--- config.mk ---
export PLATFORM = sky130hd
export DESIGN_NAME = uart_de_tx
export DESIGN_NICKNAME = d
export VERILOG_FILES = /design/src/rtl/uart_de_pkg.sv /design/src/rtl/uart_de_sync.sv /design/src/rtl/uart_de_ctrl.sv /design/src/rtl/uart_de_dp.sv /design/src/rtl/uart_de_tx.sv
export SDC_FILE = /design/constraint.sdc
export NUM_CORES = 1
export LEC_CHECK = 0
export ABC_AREA = 1
export BUFFER_PORTS_ARGS = -buffer_cell sky130_fd_sc_hd__buf_2
export CAP_MARGIN = 40
export CORE_AREA = 2 2 68 70
export CTS_BUF_LIST = sky130_fd_sc_hd__clkbuf_8
export CTS_CLUSTER_SIZE = 20
export DETAILED_ROUTE_END_ITERATION = 8
export DIE_AREA = 0 0 70 72
export PLACE_DENSITY = 0.81
export SLEW_MARGIN = 10
export SYNTH_ARGS = -nofsm -noshare
export SYNTH_HDL_FRONTEND = slang
export SYNTH_SLANG_ARGS = --single-unit
--- constraint.sdc ---
create_clock -name clk -period 2.6 [get_ports clk]
set_clock_uncertainty 0.1 [all_clocks]
set_input_delay 0.13 -clock clk [delete_from_list [all_inputs] [get_ports clk]]
set_output_delay 0.13 -clock clk [all_outputs]
set_load 0.02 [all_outputs]
--- src/rtl/uart_de_pkg.sv ---
package uart_de_pkg;

  typedef enum logic [2:0] {
    ST_IDLE,
    ST_LEAD,
    ST_START,
    ST_DATA,
    ST_PAR,
    ST_STOP1,
    ST_STOP2,
    ST_LAG
  } txState_e;

  typedef enum logic [1:0] {
    LN_MARK,
    LN_START,
    LN_DATA,
    LN_PAR
  } lineSel_e;

  typedef struct packed {
    logic     load;
    logic     shift;
    logic     cntRun;
    lineSel_e lineSel;
  } txStrobe_t;

endpackage

--- src/rtl/uart_de_sync.sv ---
module uart_de_sync #(
  parameter int   STAGES    = 2,
  parameter logic RESET_VAL = 1'b1
) (
  input  logic clk,
  input  logic rst,
  input  logic din,
  output logic dout
);

  logic [STAGES-1:0] chain;

  generate
    if (STAGES == 1) begin : gSingle
      always_ff @(posedge clk) begin
        if (rst) chain <= RESET_VAL;
        else     chain <= din;
      end
    end else begin : gMulti
      always_ff @(posedge clk) begin
        if (rst) chain <= {STAGES{RESET_VAL}};
        else     chain <= {chain[STAGES-2:0], din};
      end
    end
  endgenerate

  assign dout = chain[STAGES-1];

endmodule

--- src/rtl/uart_de_ctrl.sv ---
module uart_de_ctrl
  import uart_de_pkg::*;
(
  input  logic      clk,
  input  logic      rst,
  input  logic      ctsSyncN,
  input  logic      holdFull,
  input  logic      baudTick,
  input  logic      lastBit,
  input  logic      parityEn,
  input  logic      twoStop,
  output txStrobe_t stb,
  output logic      deOn
);

  txState_e state, stateNext;

  always_comb begin
    stateNext   = state;
    stb.load    = 1'b0;
    stb.shift   = 1'b0;
    stb.cntRun  = 1'b1;
    stb.lineSel = LN_MARK;
    unique case (state)
      ST_IDLE: begin
        stb.cntRun = 1'b0;
        if (holdFull && !ctsSyncN) begin
          stb.load  = 1'b1;
          stateNext = ST_LEAD;
        end
      end
      ST_LEAD: begin
        if (baudTick) stateNext = ST_START;
      end
      ST_START: begin
        stb.lineSel = LN_START;
        if (baudTick) stateNext = ST_DATA;
      end
      ST_DATA: begin
        stb.lineSel = LN_DATA;
        if (baudTick) begin
          stb.shift = 1'b1;
          if (lastBit) stateNext = parityEn ? ST_PAR : ST_STOP1;
        end
      end
      ST_PAR: begin
        stb.lineSel = LN_PAR;
        if (baudTick) stateNext = ST_STOP1;
      end
      ST_STOP1: begin
        if (baudTick) stateNext = twoStop ? ST_STOP2 : ST_LAG;
      end
      ST_STOP2: begin
        if (baudTick) stateNext = ST_LAG;
      end
      ST_LAG: begin
        stb.cntRun = 1'b0;
        stateNext  = ST_IDLE;
      end
      default: begin
        stb.cntRun = 1'b0;
        stateNext  = ST_IDLE;
      end
    endcase
  end

  always_ff @(posedge clk) begin
    if (rst) state <= ST_IDLE;
    else     state <= stateNext;
  end

  assign deOn = (state != ST_IDLE);

  AST_SHIFT_ON_TICK: assert property (@(posedge clk) disable iff (rst)
    stb.shift |-> baudTick);

  AST_LOAD_NEEDS_CTS: assert property (@(posedge clk) disable iff (rst)
    stb.load |-> (!ctsSyncN && holdFull));

endmodule

--- src/rtl/uart_de_dp.sv ---
module uart_de_dp
  import uart_de_pkg::*;
#(
  parameter int DATA_W = 8,
  parameter int DIV_W  = 16
) (
  input  logic              clk,
  input  logic              rst,
  input  txStrobe_t         stb,
  input  logic              wrEn,
  input  logic [DATA_W-1:0] wrData,
  input  logic [DIV_W-1:0]  baudDiv,
  input  logic              parityOdd,
  output logic              txd,
  output logic              holdFull,
  output logic              baudTick,
  output logic              lastBit
);

  localparam int IDX_W = (DATA_W > 1) ? $clog2(DATA_W) : 1;
  localparam logic [IDX_W-1:0] LAST_IDX = IDX_W'(DATA_W - 1);

  logic [DIV_W-1:0]  baudCnt;
  logic [DATA_W-1:0] holdReg;
  logic [DATA_W-1:0] shiftReg;
  logic [IDX_W-1:0]  bitIdx;
  logic              parityBit;
  logic              wrAccept;

  // bit-time counter, held at zero outside timed states
  assign baudTick = stb.cntRun && (baudCnt == baudDiv);

  always_ff @(posedge clk) begin
    if (rst || !stb.cntRun) baudCnt <= '0;
    else if (baudTick)      baudCnt <= '0;
    else                    baudCnt <= baudCnt + 1'b1;
  end

  // holding register: a write is taken when empty or in the transfer cycle
  assign wrAccept = wrEn && (!holdFull || stb.load);

  always_ff @(posedge clk) begin
    if (rst) begin
      holdFull <= 1'b0;
      holdReg  <= '0;
    end else begin
      if (wrAccept) holdReg <= wrData;
      if (wrAccept)      holdFull <= 1'b1;
      else if (stb.load) holdFull <= 1'b0;
    end
  end

  // shift register, bit index and parity
  always_ff @(posedge clk) begin
    if (rst) begin
      shiftReg  <= '0;
      bitIdx    <= '0;
      parityBit <= 1'b0;
    end else if (stb.load) begin
      shiftReg  <= holdReg;
      bitIdx    <= '0;
      parityBit <= (^holdReg) ^ parityOdd;
    end else if (stb.shift) begin
      shiftReg  <= shiftReg >> 1;
      bitIdx    <= bitIdx + 1'b1;
    end
  end

  assign lastBit = (bitIdx == LAST_IDX);

  always_comb begin
    unique case (stb.lineSel)
      LN_START: txd = 1'b0;
      LN_DATA:  txd = shiftReg[0];
      LN_PAR:   txd = parityBit;
      default:  txd = 1'b1;
    endcase
  end

  AST_LOAD_WHEN_FULL: assert property (@(posedge clk) disable iff (rst)
    stb.load |-> holdFull);

  AST_WRITE_FILLS: assert property (@(posedge clk) disable iff (rst)
    (wrEn && !holdFull) |=> holdFull);

endmodule

--- src/rtl/uart_de_tx.sv ---
module uart_de_tx
  import uart_de_pkg::*;
#(
  parameter int DATA_W      = 8,
  parameter int DIV_W       = 16,
  parameter int SYNC_STAGES = 2
) (
  input  logic              clk,
  input  logic              rst,
  input  logic              wrEn,
  input  logic [DATA_W-1:0] wrData,
  input  logic [DIV_W-1:0]  baudDiv,
  input  logic              parityEn,
  input  logic              parityOdd,
  input  logic              twoStop,
  input  logic              deActiveLow,
  input  logic              ctsN,
  output logic              txd,
  output logic              de,
  output logic              txEmpty
);

  txStrobe_t stb;
  logic      ctsSyncN;
  logic      holdFull;
  logic      baudTick;
  logic      lastBit;
  logic      deOn;

  uart_de_sync #(.STAGES(SYNC_STAGES), .RESET_VAL(1'b1)) uSync (
    .clk  (clk),
    .rst  (rst),
    .din  (ctsN),
    .dout (ctsSyncN)
  );

  uart_de_ctrl uCtrl (
    .clk      (clk),
    .rst      (rst),
    .ctsSyncN (ctsSyncN),
    .holdFull (holdFull),
    .baudTick (baudTick),
    .lastBit  (lastBit),
    .parityEn (parityEn),
    .twoStop  (twoStop),
    .stb      (stb),
    .deOn     (deOn)
  );

  uart_de_dp #(.DATA_W(DATA_W), .DIV_W(DIV_W)) uDp (
    .clk       (clk),
    .rst       (rst),
    .stb       (stb),
    .wrEn      (wrEn),
    .wrData    (wrData),
    .baudDiv   (baudDiv),
    .parityOdd (parityOdd),
    .txd       (txd),
    .holdFull  (holdFull),
    .baudTick  (baudTick),
    .lastBit   (lastBit)
  );

  assign de      = deOn ^ deActiveLow;
  assign txEmpty = !holdFull;

  AST_LINE_MARK_IDLE: assert property (@(posedge clk) disable iff (rst)
    !deOn |-> txd);

  AST_LAG_MARK: assert property (@(posedge clk) disable iff (rst)
    $fell(deOn) |-> ($past(txd) && txd));

  generate
    if (SYNC_STAGES == 2) begin : gCtsCheck
      AST_CTS_BEFORE_DE: assert property (@(posedge clk) disable iff (rst)
        $rose(deOn) |-> !$past(ctsN, 3));
    end
  endgenerate

endmodule

## Yosys cells after proc, flatten, opt, wreduce, memory -nomap -nowiden

Index checks and enable logic that the tools add are counted.

- Word-level logic and storage cells: 70
- RAM bits: 0
- Input bits: 32
- Register bits: 42
- Memories kept: 0
- Latch bits: 0
- Output and inout port bits: 3
- Memory bits (read-only): 0

- Equal/unequal tests: 20
- Reductions and logical operators: 16
- Bitwise logic cells: 2
- Shifts and indexed selects: 0
- Div/mod/pow operators: 0
- Multipliers: 0
- Order comparisons: 0
- Muxes and demuxes: 22
- $add $sub $neg: 2

Operators by type and width:

| operator | count |
|---|---|
| 3-bit 2-to-1 mux | 8 |
| 3-bit one-hot mux with 8 select lines | 1 |
| 16-bit by 1-bit adder with 16-bit output (second input constant) | 1 |
| 16-bit equality test | 1 |
| 8-bit 2-to-1 mux | 2 |
| 3-bit equality test (second input constant) | 5 |
| 2-bit != test (second input constant) | 7 |
| 1-bit 2-to-1 mux | 9 |
| 8-bit AND reduction | 1 |
| 8-bit parity | 1 |
| 3-bit by 2-bit equality test with 1-bit output (second input constant) | 2 |
| 2-bit one-hot mux with 3 select lines | 1 |
| 2-bit OR reduction | 3 |
| 2-bit equality test (second input constant) | 2 |
| 2-bit nonzero test | 2 |
| 3-bit by 1-bit adder with 3-bit output (second input constant) | 1 |
| 3-bit by 1-bit equality test with 1-bit output (second input constant) | 1 |
| 1-bit logical AND | 3 |
| 3-bit zero test | 1 |
| 1-bit one-hot mux with 3 select lines | 1 |
| 3-bit nonzero test | 1 |
| 2-bit by 1-bit equality test with 1-bit output (second input constant) | 1 |
| 1-bit zero test | 2 |
| 1-bit logical OR | 2 |
| 2 further kinds | 3 |

## Longest topological paths before layout

- Word-level depth: 8
- Depth in mapped cells: 13
- Depth with buffers taken out: 13

## Cells and area by module

From an unflattened synthesis, not the netlist that was laid out.

- Cell total of the unflattened synthesis: 344
- Area, all modules: 2293.4 um^2

Modules (own cells, without submodules):

| module | area each (um^2) | seq. area each (um^2) | cells each | times used |
|---|---|---|---|---|
| uart_de_dp | 1963.1 | 740.7 | 287 | 1 |
| uart_de_ctrl | 249.0 | 60.1 | 44 | 1 |
| uart_de_sync | 58.8 | 40.0 | 7 | 1 |
| uart_de_tx | 22.5 | 0.0 | 6 | 1 |

## Least setup slack after synthesis

Ideal clock, no wire load.

- Path kind: register -> register
- Start: register uCtrl.state[0]
- End: register uDp.shiftReg[2]
- Setup slack: 0.851 ns
- Path buffers: 1
- Library setup time: 0.113 ns
- Stages on the path, launching flop included: 14
- Data required time: 2.387 ns
- Data arrival time: 1.536 ns
- Period minus slack after synthesis: 1.749 ns
- Cell sequence: dfxtp_1 -> inv_1 -> ha_1 -> inv_1 -> nand2_1 -> nand2_2 -> nand3_1 -> nor2_4 -> nand4_4 -> nand2_4 -> buf_8 -> nand2_1 -> nand2_1 -> nor2_1

- Longest elaborated chain between the ends: 7
- Elaborated cells between the ends (all ways): 11
- Classes of those cells: eq/ne (2); mux (5); reduce/logical (4)

Ends and longest elaborated chain:

| element | RTL line | RTL |
|---|---|---|
| start: declaration | uart_de_ctrl.sv:16 | `txState_e state, stateNext;` |
| start signal: assignment | uart_de_ctrl.sv:69 | `else state <= stateNext;` |
| 3-bit equality test or 3-bit zero test (tied branches) | uart_de_ctrl.sv:24 | `unique case (state)` |
| 2-bit OR reduction (no line) | - |  |
| 1-bit 2-to-1 mux | uart_de_ctrl.sv:24 |  |
| 1-bit logical AND | uart_de_dp.sv:31 | `assign baudTick = stb.cntRun && (baudCnt == baudDiv);` |
| 1-bit 2-to-1 mux | uart_de_ctrl.sv:41 | `if (baudTick) begin` |
| 1-bit 2-to-1 mux | uart_de_ctrl.sv:24 |  |
| 2-bit nonzero test (no line) | - |  |
| end signal: assignment | uart_de_dp.sv:60 | `shiftReg <= holdReg;` |
| end signal: assignment | uart_de_dp.sv:64 | `shiftReg <= shiftReg >> 1;` |
| end: declaration | uart_de_dp.sv:25 | `logic [DATA_W-1:0] shiftReg;` |

Parallel ways exist; a longest one is shown, timed or not.
A chain may end at the register's enable or synchronous reset.

## Worst setup path in the final report

- Start: register uCtrl.state[0]
- End: output txd

- Longest elaborated chain between the ends: 4
- Elaborated cells between the ends (all ways): 8
- Classes of those cells: eq/ne (6); mux (2)

Ends and longest elaborated chain:

| element | RTL line | RTL |
|---|---|---|
| 3-bit equality test or 3-bit by 2-bit equality test with 1-bit output (tied branches) | uart_de_ctrl.sv:24 |  |
| 2-bit one-hot mux with 3 select lines * | uart_de_ctrl.sv:24 |  |
| 2-bit equality test or 2-bit by 1-bit equality test with 1-bit output (tied branches) | uart_de_dp.sv:72 | `unique case (stb.lineSel)` |
| 1-bit one-hot mux with 3 select lines * | uart_de_dp.sv:72 |  |
| end: declaration | uart_de_tx.sv:18 | `output logic txd,` |

Mark *: on every way between the ends. The rest lies on a longest branch, timed or not.

==> key figures <==
Power
  • Clock share of power: 30.3%
  • Sw Ratio: 35.16%
  • Pleak: 1.353 nW
  • Psw: 0.0007425 W
  • Internal power: 0.001369 W
  • Sequential share of power: 35.6%
  • Combinational fraction of design power: 34.0%
  • VDD IR max: 0.4124 mV
  • PwrDens: 725.6 nW/um2

Yosys
  • Async SR Flop Fraction: 0%
  • Post-Syn Nets: 435
  • Dominant cells by area after synthesis: dfxtp_1, nand2_1, nor2_1
  • Synth cell types: 32
  • Sequential fraction of the synthesis area: 33.55%
  • Yosys top cell by area: dfxtp_1
  • Post-synthesis adder-cell area fraction: 3.495%
  • Cells after Synth: 396
  • Avg Inst Size Synth: 6.329 um2
  • Synth Area in Simple Gates: 38.54%
  • Post-synthesis mux area share: 0%
  • XOR/XNOR share of the synthesized area: 6.291%
  • Main synth FF type: dfxtp_1
  • Largest family of logic cells by synthesized area: simple AND/OR/NAND/NOR gates
  • Synth Register Bits: 42
  • Post-synth EDFFs: 0
  • Mapped Area: 2506 um2
  • Proportion of netlist area held by the largest area contributor: 33.55%
  • Synth Area in Compound Gates: 7.389%
  • Synth warn: 0

Critical path
  • Crit path kind: reg -> out
  • Critical Path Start Type: flop
  • Worst Setup End Kind: output port
  • CP max FO: 5
  • Worst Path Required: 2370 ps
  • Crit. Startpoint: uCtrl.state[0]
  • RR Startpoint: uCtrl.state[0]
  • Critical path arrival: 1930 ps

Run
  • Max-cap violations: 0

Clock tree
  • Clock Latency Late Sink: 300 ps
  • TritonCTS Buffers: 5
  • H-tree depth: 2
  • Longest Clk Path Bufs: 2
  • # Post-CTS Setup Buffers: 0
  • Reg clk slew, reported paths: 80 ps
  • TritonCTS clock tree: yes
  • Clock Root Buffer: clkbuf_8
  • Sink Count: 42

Timing
  • Max Fclk: 0.4626 GHz
  • Worst hold margin: 12.79 ps
  • Setup violations, final: 0
  • Setup TNS: 0 ps
  • Final Hold Fails: 0
  • RSZ-0062 raised after global routing: no
  • Worst-Margin Slew: 431.5 ps
  • Tcrit/Tclk final: 83.14%
  • Setup ws final: 438.4 ps
  • Final Max Tran Viols: 0
  • Min cycle time layout: 2162 ps
  • Worst relative slew slack: 71.13%

Die
  • Starting Density: 58.77%
  • Die Y-Extent: 72 um
  • Num rows: 24
  • Die ar.: 5040 um2
  • I/O pin count: 35
  • Die Span X: 70 um
  • Core area: 4264 um2

Detailed routing
  • Vias: 2367
  • DRC violations left: 0
  • Routed Antenna Nets: 0
  • Drt pass-1 iters: 4
  • Wire per inst: 10.70 um
  • DRT iter0 DRCs: 147
  • Vias per cell: 4.821
  • Final wirelength: 5.255 mm

Global routing
  • Routing usage on met1: 28.79%
  • Vias in the first global route: 2172
  • Largest net degree at the start of global routing: 20
  • Gr busiest metal: met2
  • Met2 Usage GRT: 37.46%
  • First-pass GRT wire length: 9.101 mm
  • Total track usage: 22.36%
  • Met3 GRT Util: 5.139%
  • Initial antenna violation count: 0
  • Total grt overflow: 0

Placement
  • GPL Wtd Cong: 0.8184
  • HPWL after DPL: 3.901 mm
  • Number of port buffers: 34
  • Pre-CTS setup slack: 474.3 ps

Finish
  • Commonest cells after routing, fill and taps aside: nand2_1, nor2_1, inv_1
  • Commonest non-fill, non-tap cell in the layout: nand2_1
  • Area added between synthesis and finish: 16.13%
  • ANT cells: 0
  • Layout cells sized above 1: 14.58%
  • Final Net Count: 477
  • Layout fillers: 382

Status
  • Outcome: finished clean

Hold path
  • Worst Hold Launch: wrData[4]
  • Hold crit path type: in -> reg
==> flip-flops by register name, summed over array words and instances, names as in the netlist <==
signal / flops
uSync.chain: 2
uDp.holdReg: 8
uDp.parityBit: 1
uCtrl.state: 3
uDp.baudCnt: 16
uDp.holdFull: 1
uDp.bitIdx: 3
uDp.shiftReg: 8
==> power by group through the flow <==
stage	Clock, W	Sequential (W)	Combinational [W]
after global routing	0.000676	0.000759	0.000820
after floorplan	0	0.000744	0.000575
final	0.000641	0.000752	0.000719
after detailed placement	0	0.000766	0.000700
after global placement	0	0.000762	0.000687
after CTS	0.000652	0.000750	0.000716
==> layer usage <==
metal  wire length (um)  vias to the layer above
li1                   -                     1297
met1               2548                     1022
met2               2421                       42
met3                230                        6
met4                 55                        0
met5                  0                        -
==> worst max-delay path, cell delays in order, from the launching register on <==
cell     delay (ps)
dfxtp_1         400
ha_1            190
inv_1            60
nor2_1          340
inv_1           160
nand2_1         110
nand2_1          50
a21oi_1         140
buf_2           180
==> per-stage QoR <==
step	instances	utilization [%]	instance area (um2)	total power (W)
2_1_floorplan	396	-	2506	0.001318
4_1_cts	491	68.25	2910	0.002119
6_report	491	68.25	2910	0.002112
3_3_place_gp	476	63.26	2698	0.001449
5_1_grt	491	68.25	2910	0.002254
3_5_place_dp	476	63.26	2698	0.001466
==> synth_stat cells (2+ instances only) <==
cell type,n
nand2_1,119
nor2_1,66
inv_1,48
dfxtp_1,42
o21ai_0,18
a21oi_1,17
nand3_1,14
inv_2,9
nor3_1,9
xnor2_1,9
xor2_1,9
ha_1,7
or2_2,4
nor2_2,3
buf_2,2
clkbuf_1,2
nor3b_1,2
nor4_1,2
==> area by class of cell <==
type                    count  area, um2  share of cell area (%)
well taps                  52      65.06                   2.236
clock inverters             2      60.06                   2.064
flip-flops and latches     42      840.8                   28.89
multi-input cells         289       1396                   47.98
inverters                  58      217.7                   7.481
repair buffers             42      247.7                   8.512
clock buffers               6      82.58                   2.837
==> timing repair <==
action / in CTS / in global routing
hold buffers: 7 / 0
hold endpoints to repair: 9 / 0
gates resized for setup: 0 / 0
setup endpoints to repair: 0 / 0
==> logic make-up after synthesis <==
| logic type | count (synthesis) |
|---|---|
| buffers and inverters | 65 |
| XOR/XNOR | 18 |
| AO/OA/AOI/OAI | 36 |
| flip-flops | 42 |
| adder cells (fa/ha/maj) | 7 |
| AND/OR/NAND/NOR | 228 |
==> final timing paths <==
kind / cells after the start / slack [ps] / to
setup / recovery: 8 / 440 / txd
hold / removal: 3 / 10 / uDp.holdReg[4]
setup reg to reg: 10 / 460 / uDp.holdReg[4]
hold reg to reg: 1 / 330 / uSync.chain[1]
No activity file was read; power rests on OpenSTA's default activity.
